==> src/rtl/moesi_pkg.sv <==
package moesi_pkg;

  typedef struct packed {
    logic dirty;
    logic readable;
    logic writable;
    logic valid;
  } lineState_t;

  localparam lineState_t ST_I = lineState_t'(4'h0);
  localparam lineState_t ST_S = lineState_t'(4'h5);
  localparam lineState_t ST_E = lineState_t'(4'h7);
  localparam lineState_t ST_O = lineState_t'(4'hD);
  localparam lineState_t ST_M = lineState_t'(4'hF);

  typedef enum logic [2:0] {
    CMD_NONE      = 3'd0,
    CMD_RD_SHARED = 3'd1,
    CMD_RD_CLEAN  = 3'd2,
    CMD_UPGRADE   = 3'd3,
    CMD_WRBACK    = 3'd4
  } busCmd_t;

  // strobes from the decision logic to the line store
  typedef struct packed {
    logic       fillEn;
    lineState_t fillState;
    logic       setModified;
    logic       dropLine;
    logic       snoopEn;
    lineState_t snoopState;
  } ctrlStrobes_t;

endpackage

==> src/rtl/moesi_line_store.sv <==
module moesi_line_store
  import moesi_pkg::*;
#(
  parameter int ADDR_W  = 6,
  parameter int INDEX_W = 2
) (
  input  logic              clk,
  input  logic              rst_n,
  input  logic [ADDR_W-1:0] cpuAddr,
  input  logic [ADDR_W-1:0] snpAddr,
  input  logic              snpValid,
  input  busCmd_t           snpCmd,
  input  ctrlStrobes_t      str,
  output lineState_t        curState,
  output logic [ADDR_W-INDEX_W-1:0] curTag,
  output logic              cpuHit,
  output lineState_t        cpuState,
  output lineState_t        snpState
);
  localparam int LINES = 1 << INDEX_W;
  localparam int TAG_W = ADDR_W - INDEX_W;

  lineState_t       stateArr [LINES];
  logic [TAG_W-1:0] tagArr   [LINES];

  logic [INDEX_W-1:0] cpuIdx, snpIdx;
  logic [TAG_W-1:0]   cpuTag, snpTag;

  assign cpuIdx = cpuAddr[INDEX_W-1:0];
  assign cpuTag = cpuAddr[ADDR_W-1:INDEX_W];
  assign snpIdx = snpAddr[INDEX_W-1:0];
  assign snpTag = snpAddr[ADDR_W-1:INDEX_W];

  assign curState = stateArr[cpuIdx];
  assign curTag   = tagArr[cpuIdx];
  assign cpuHit   = curState.valid && (curTag == cpuTag);
  assign cpuState = cpuHit ? curState : ST_I;
  assign snpState = (stateArr[snpIdx].valid && tagArr[snpIdx] == snpTag)
                    ? stateArr[snpIdx] : ST_I;

  // snoop first, local update last; the control never lets both hit one index
  always_ff @(posedge clk) begin
    if (!rst_n) begin
      for (int i = 0; i < LINES; i++) begin
        stateArr[i] <= ST_I;
        tagArr[i]   <= '0;
      end
    end else begin
      if (str.snoopEn) stateArr[snpIdx] <= str.snoopState;
      if (str.dropLine) stateArr[cpuIdx] <= ST_I;
      if (str.fillEn) begin
        stateArr[cpuIdx] <= str.fillState;
        tagArr[cpuIdx]   <= cpuTag;
      end
      if (str.setModified) stateArr[cpuIdx] <= ST_M;
    end
  end

  assert_snoop_upgrade_clears_R9: assert property (@(posedge clk) disable iff (!rst_n)
    (snpValid && snpCmd == CMD_UPGRADE && snpState.valid) |=> (stateArr[$past(snpIdx)] == ST_I));

  assert_snoop_read_drops_write_R8: assert property (@(posedge clk) disable iff (!rst_n)
    (snpValid && (snpCmd == CMD_RD_SHARED || snpCmd == CMD_RD_CLEAN) && snpState.valid)
      |=> !stateArr[$past(snpIdx)].writable);

  assert_modify_lands_R6: assert property (@(posedge clk) disable iff (!rst_n)
    $past(str.setModified) |-> (stateArr[$past(cpuIdx)] == ST_M));

endmodule

==> src/rtl/moesi_ctrl.sv <==
module moesi_ctrl
  import moesi_pkg::*;
#(
  parameter int ADDR_W  = 6,
  parameter int INDEX_W = 2
) (
  input  logic              clk,
  input  logic              rst_n,
  input  logic              cpuReq,
  input  logic              cpuWrite,
  input  logic              cpuFetch,
  input  logic [ADDR_W-1:0] cpuAddr,
  input  lineState_t        curState,
  input  logic [ADDR_W-INDEX_W-1:0] curTag,
  input  logic              cpuHit,
  input  logic              busGrant,
  input  logic              busShared,
  input  logic              snpValid,
  input  busCmd_t           snpCmd,
  input  logic [ADDR_W-1:0] snpAddr,
  input  lineState_t        snpState,
  output logic              cpuDone,
  output logic              busReq,
  output busCmd_t           busCmd,
  output logic [ADDR_W-1:0] busAddr,
  output logic              snpShared,
  output logic              snpSupply,
  output ctrlStrobes_t      str
);
  logic [INDEX_W-1:0] cpuIdx;
  logic snoopSameIdx, snpIsRead, snpHit;

  assign cpuIdx       = cpuAddr[INDEX_W-1:0];
  assign snoopSameIdx = snpValid && (snpAddr[INDEX_W-1:0] == cpuIdx);
  assign snpIsRead    = (snpCmd == CMD_RD_SHARED) || (snpCmd == CMD_RD_CLEAN);
  assign snpHit       = snpValid && snpState.valid;
  assign snpShared    = snpHit && (snpIsRead || snpCmd == CMD_UPGRADE);
  assign snpSupply    = snpHit && snpIsRead && snpState.dirty;

  always_comb begin
    str     = '0;
    cpuDone = 1'b0;
    busReq  = 1'b0;
    busCmd  = CMD_NONE;
    busAddr = cpuAddr;
    if (cpuReq) begin
      if (cpuHit) begin
        if (!cpuWrite) begin
          cpuDone = 1'b1;
        end else if (curState.writable) begin
          if (!snoopSameIdx) begin
            cpuDone         = 1'b1;
            str.setModified = 1'b1;
          end
        end else begin
          busReq = 1'b1;
          busCmd = CMD_UPGRADE;
          if (busGrant) begin
            cpuDone         = 1'b1;
            str.setModified = 1'b1;
          end
        end
      end else if (curState.valid && curState.dirty) begin
        busReq  = 1'b1;
        busCmd  = CMD_WRBACK;
        busAddr = {curTag, cpuIdx};
        if (busGrant) str.dropLine = 1'b1;
      end else begin
        busReq = 1'b1;
        busCmd = (cpuFetch && !cpuWrite) ? CMD_RD_CLEAN : CMD_RD_SHARED;
        if (busGrant) begin
          str.fillEn    = 1'b1;
          str.fillState = busShared ? ST_S : ST_E;
        end
      end
    end
    if (snpHit && snpIsRead) begin
      str.snoopEn    = 1'b1;
      str.snoopState = snpState.dirty ? ST_O : ST_S;
    end else if (snpHit && snpCmd == CMD_UPGRADE) begin
      str.snoopEn    = 1'b1;
      str.snoopState = ST_I;
    end
  end

  assert_supply_needs_copy_R8: assert property (@(posedge clk) disable iff (!rst_n)
    snpSupply |-> snpShared);

  assert_wb_only_dirty_miss_R11: assert property (@(posedge clk) disable iff (!rst_n)
    (busReq && busCmd == CMD_WRBACK) |-> (!cpuHit && curState.dirty));

  assert_read_only_on_miss_R3: assert property (@(posedge clk) disable iff (!rst_n)
    (busReq && (busCmd == CMD_RD_SHARED || busCmd == CMD_RD_CLEAN)) |-> !cpuHit);

endmodule

==> src/rtl/moesi_snoop_ctrl.sv <==
module moesi_snoop_ctrl
  import moesi_pkg::*;
#(
  parameter int ADDR_W  = 6,
  parameter int INDEX_W = 2
) (
  input  logic              clk,
  input  logic              rst_n,
  input  logic              cpuReq,
  input  logic              cpuWrite,
  input  logic              cpuFetch,
  input  logic [ADDR_W-1:0] cpuAddr,
  output logic              cpuDone,
  output logic [3:0]        cpuState,
  output logic              busReq,
  output logic [2:0]        busCmd,
  output logic [ADDR_W-1:0] busAddr,
  input  logic              busGrant,
  input  logic              busShared,
  input  logic              snpValid,
  input  logic [2:0]        snpCmd,
  input  logic [ADDR_W-1:0] snpAddr,
  output logic              snpShared,
  output logic              snpSupply
);
  busCmd_t      snpCmdT, busCmdT;
  ctrlStrobes_t str;
  lineState_t   curState, lookState, snpState;
  logic [ADDR_W-INDEX_W-1:0] curTag;
  logic         cpuHit;

  assign snpCmdT  = busCmd_t'(snpCmd);
  assign busCmd   = busCmdT;
  assign cpuState = lookState;

  moesi_ctrl #(.ADDR_W(ADDR_W), .INDEX_W(INDEX_W)) ctrl_i (
    .clk(clk), .rst_n(rst_n),
    .cpuReq(cpuReq), .cpuWrite(cpuWrite), .cpuFetch(cpuFetch), .cpuAddr(cpuAddr),
    .curState(curState), .curTag(curTag), .cpuHit(cpuHit),
    .busGrant(busGrant), .busShared(busShared),
    .snpValid(snpValid), .snpCmd(snpCmdT), .snpAddr(snpAddr), .snpState(snpState),
    .cpuDone(cpuDone), .busReq(busReq), .busCmd(busCmdT), .busAddr(busAddr),
    .snpShared(snpShared), .snpSupply(snpSupply), .str(str)
  );

  moesi_line_store #(.ADDR_W(ADDR_W), .INDEX_W(INDEX_W)) store_i (
    .clk(clk), .rst_n(rst_n),
    .cpuAddr(cpuAddr), .snpAddr(snpAddr), .snpValid(snpValid), .snpCmd(snpCmdT),
    .str(str), .curState(curState), .curTag(curTag), .cpuHit(cpuHit),
    .cpuState(lookState), .snpState(snpState)
  );

endmodule

==> config.mk <==
export PLATFORM = sky130hd
export DESIGN_NAME = moesi_snoop_ctrl
export DESIGN_NICKNAME = d
export VERILOG_FILES = /design/src/rtl/moesi_pkg.sv /design/src/rtl/moesi_line_store.sv /design/src/rtl/moesi_ctrl.sv /design/src/rtl/moesi_snoop_ctrl.sv
export SDC_FILE = /design/constraint.sdc
export NUM_CORES = 1
export LEC_CHECK = 0
export ABC_AREA = 1
export BUFFER_PORTS_ARGS = -buffer_cell sky130_fd_sc_hd__buf_2
export CAP_MARGIN = 20
export CORE_ASPECT_RATIO = 1.75
export CORE_MARGIN = 8
export CORE_UTILIZATION = 50
export DETAILED_ROUTE_END_ITERATION = 7
export PLACE_DENSITY = 0.72
export SYNTH_ARGS = -nofsm -noshare
export SYNTH_HDL_FRONTEND = slang
export SYNTH_SLANG_ARGS = --single-unit
==> constraint.sdc <==
create_clock -name clk -period 3.9 [get_ports clk]
set_input_delay 0.78 -clock clk [delete_from_list [all_inputs] [get_ports clk]]
set_output_delay 0.78 -clock clk [all_outputs]
set_load 0.01 [all_outputs]
==> out/metrics.yaml <==
hold_class: "input port to register"
critical_path_class: "input port to output pin"
slew_violations: 0
worst_setup_path_start_kind: "input port"
skew_ns: 0.002744
post_cts_resized: 0
outcome: "finished clean"
power_mw: 0.6663
fin_crit_sh: 0.8079
num_rows: 32
setup-violations-final: 0
die_y_um: 105.5
p_clk_frac: 0.243
synthArstFlopShare: 0
htreeDepth: 1
grt_pass1_vias: 2191
worstPathArrival_ns: 2.37
p_switching_mw: 0.2036
fmax_mhz: 317.4
p_comb_frac: 0.227
r2r_setup_slack_ns: 1.83
via_per_inst: 5.215
clk-insertion-delay-late_ns: 0.28
netlist_instances: 344
post-synth-top-count-cell: "nand2_1"
grt-ovfl-total: 0
power_leakage_nw: 1.293
yosysUniqueCellTypes: 33
antenna_found_initial: 0
powerDensity_nw_per_um2: 266.5
grt_pass1_wl_um: 10250
port_buffers: 39
start_util: 0.5193
ios: 40
finalSetupTns_ns: 0
grt_max_degree: 18
ir_drop_uv: 267.8
synth_edf_count: 28
slowest_delay_ns: 0.29
path_cells: "buf_2, inv_4, nand2_1, nand2_1, nand2_1, nand2_2, nand2_1, nand2_1, nor2_2, nand3_4, nand3_1, inv_2, o21ai_0, buf_2"
crit_path_end_kind: "output pin"
cts_buffer_depth: 2
postCtsSetupRepairBufs: 0
cp_max_fo: 17
endpoint: "busAddr[4]"
hp-start: "cpuAddr[5]"
gp_congestion: 1.008
drt_iter0_markers: 109
cts_num_sinks: 28
route.detailed.drc: 0
crit_slowest_cell: "buf_2"
rsz0062_at_grt: "false"
wl_per_cell_um: 14.64
timing.rr.start: "store_i.tagArr[0][1]$_SDFFCE_PN0P_"
synth_area_leaders: "edfxtp_1, nand2_1, nor2_1"
dpl.hpwl_um: 5156
die_w_um: 67.13
dieArea_sq_um: 7080
antenna_cells: 0
ys_seq_elements: 28
cap_violations: 0
drive_gt1_frac: 0.1835
core_sq_um: 4404
wl_um: 6253
cts_tree: "yes"
timing.slew.headroom: 0.7560
fin_nets: 400
vias: 2227
synth_area_per_cell_sq_um: 6.649
area_growth_pct: 9.300
cts-root-buf: "clkbuf_8"
clk_pin_slew_ns: 0.09
yosys_warnings: 0
synth_top_area_share: 0.3676
period_needed_ns: 3.151
required_ns: 3.12
r2r_end: "store_i.tagArr[2][2]$_SDFFCE_PN0P_"
synth_nets: 367
switching_share: 0.3056
cts_hold_buf: 0
synthFlopType: "edfxtp_1"
finalHoldViolCount: 0
synth_top_cell_by_area: "edfxtp_1"
cp_common_cell: "nand2_1"
cts_buffers: 3
ant_nets: 0
tightest_slew_ns: 0.3622
grtUsageTotal: 0.1850
fill_cells: 463
reg2regPathDepth: 11
cp-startpoint: "cpuAddr[0]"
synth-seq-area-share: 0.3676
dr.pass1.iters: 5
seqPwrFrac: 0.530
intPower_mw: 0.4627
synth_common_cells: "nand2_1, nor2_1, inv_1"
syn_area_sq_um: 2287
-- critical path, delay by kind of cell --
family	cells	cell delay (ns)
buf+inv	4	0.61
compound gates	1	0.13
simple gates	9	0.85
-- metrics by stage --
stage / worst slack [ns] / hold slack, ns / utilization / instances / area (sq um)
6_report: 0.7492 / 0.8431 / 0.5676 / 427 / 2500
4_1_cts: 0.7341 / 0.8375 / 0.5676 / 427 / 2500
3_3_place_gp: 0.7700 / 0.8822 / 0.5574 / 423 / 2455
2_1_floorplan: 1.056 / 0.7840 / - / 344 / 2287
5_1_grt: 0.5222 / 0.8732 / 0.5676 / 427 / 2500
3_5_place_dp: 0.7320 / 0.9010 / 0.5574 / 423 / 2455
-- per-layer routing --
metal  vias up  wire (um)  global-route usage
li1       1149          -                   -
met1       981       2235              0.1847
met2        68       3455              0.3491
met3        29        186             0.02015
met4         0        376             0.09624
met5         -          0                   0
-- layout make-up --
type	count	area (sq um)	share of cell area
Timing Repair Buffer	39	195.2	0.07808
Inverter	42	160.2	0.06406
Clock buffer	3	41.29	0.01652
Clock inverter	1	3.754	0.001502
Multi-Input combinational cell	263	1195	0.4780
Sequential cell	28	840.8	0.3363
Tap cell	51	63.81	0.02553
-- worst min-delay path by stage --
stage	endpoint	slack, ns	cells past startpoint
final	store_i.tagArr[3][3]$_DFFE_PP_	0.84	3
after global routing	store_i.tagArr[3][3]$_DFFE_PP_	0.87	3
after CTS	store_i.tagArr[3][3]$_DFFE_PP_	0.84	3
after global placement	store_i.stateArr[2][3]$_DFFE_PP_	0.88	6
after floorplan	store_i.stateArr[2][3]$_DFFE_PP_	0.78	6
after detailed placement	store_i.stateArr[2][3]$_DFFE_PP_	0.90	6
-- power groups by stage --
stage | combinational, mW | clock [mW] | sequential (mW)
global route | 0.173 | 0.173 | 0.354
global placement | 0.150 | 0 | 0.360
finish | 0.151 | 0.162 | 0.353
detailed placement | 0.151 | 0 | 0.360
floorplan | 0.113 | 0 | 0.354
CTS | 0.152 | 0.164 | 0.353
-- cell usage in the layout, fill, tap and decap left out, types with 2 or more instances in the layout --
cell type  instances
a21oi_1            8
buf_2             39
clkbuf_8           3
edfxtp_1          28
inv_1             34
inv_2              7
nand2_1          126
nand2_2            7
nand3_1           23
nand3_2            2
nand4_1            6
nor2_1            59
nor2_4             4
o211ai_1           2
o21ai_0            9
o21ai_1            3
-- kinds of logic (layout without fill, tap and decap cells) --
logic type	after synthesis	in the layout	share of synthesized area
AOI/OAI and AO/OA	26	26	0.06291
buffers and inverters	53	85	0.1100
DFF	28	28	0.3676
and+or+nand+nor	237	237	0.4595
-- sequential cells by signal (all words and copies together), names as in the netlist --
name and cells:
store_i.stateArr 12, store_i.tagArr 16
No activity file was read; power rests on OpenSTA's default activity.
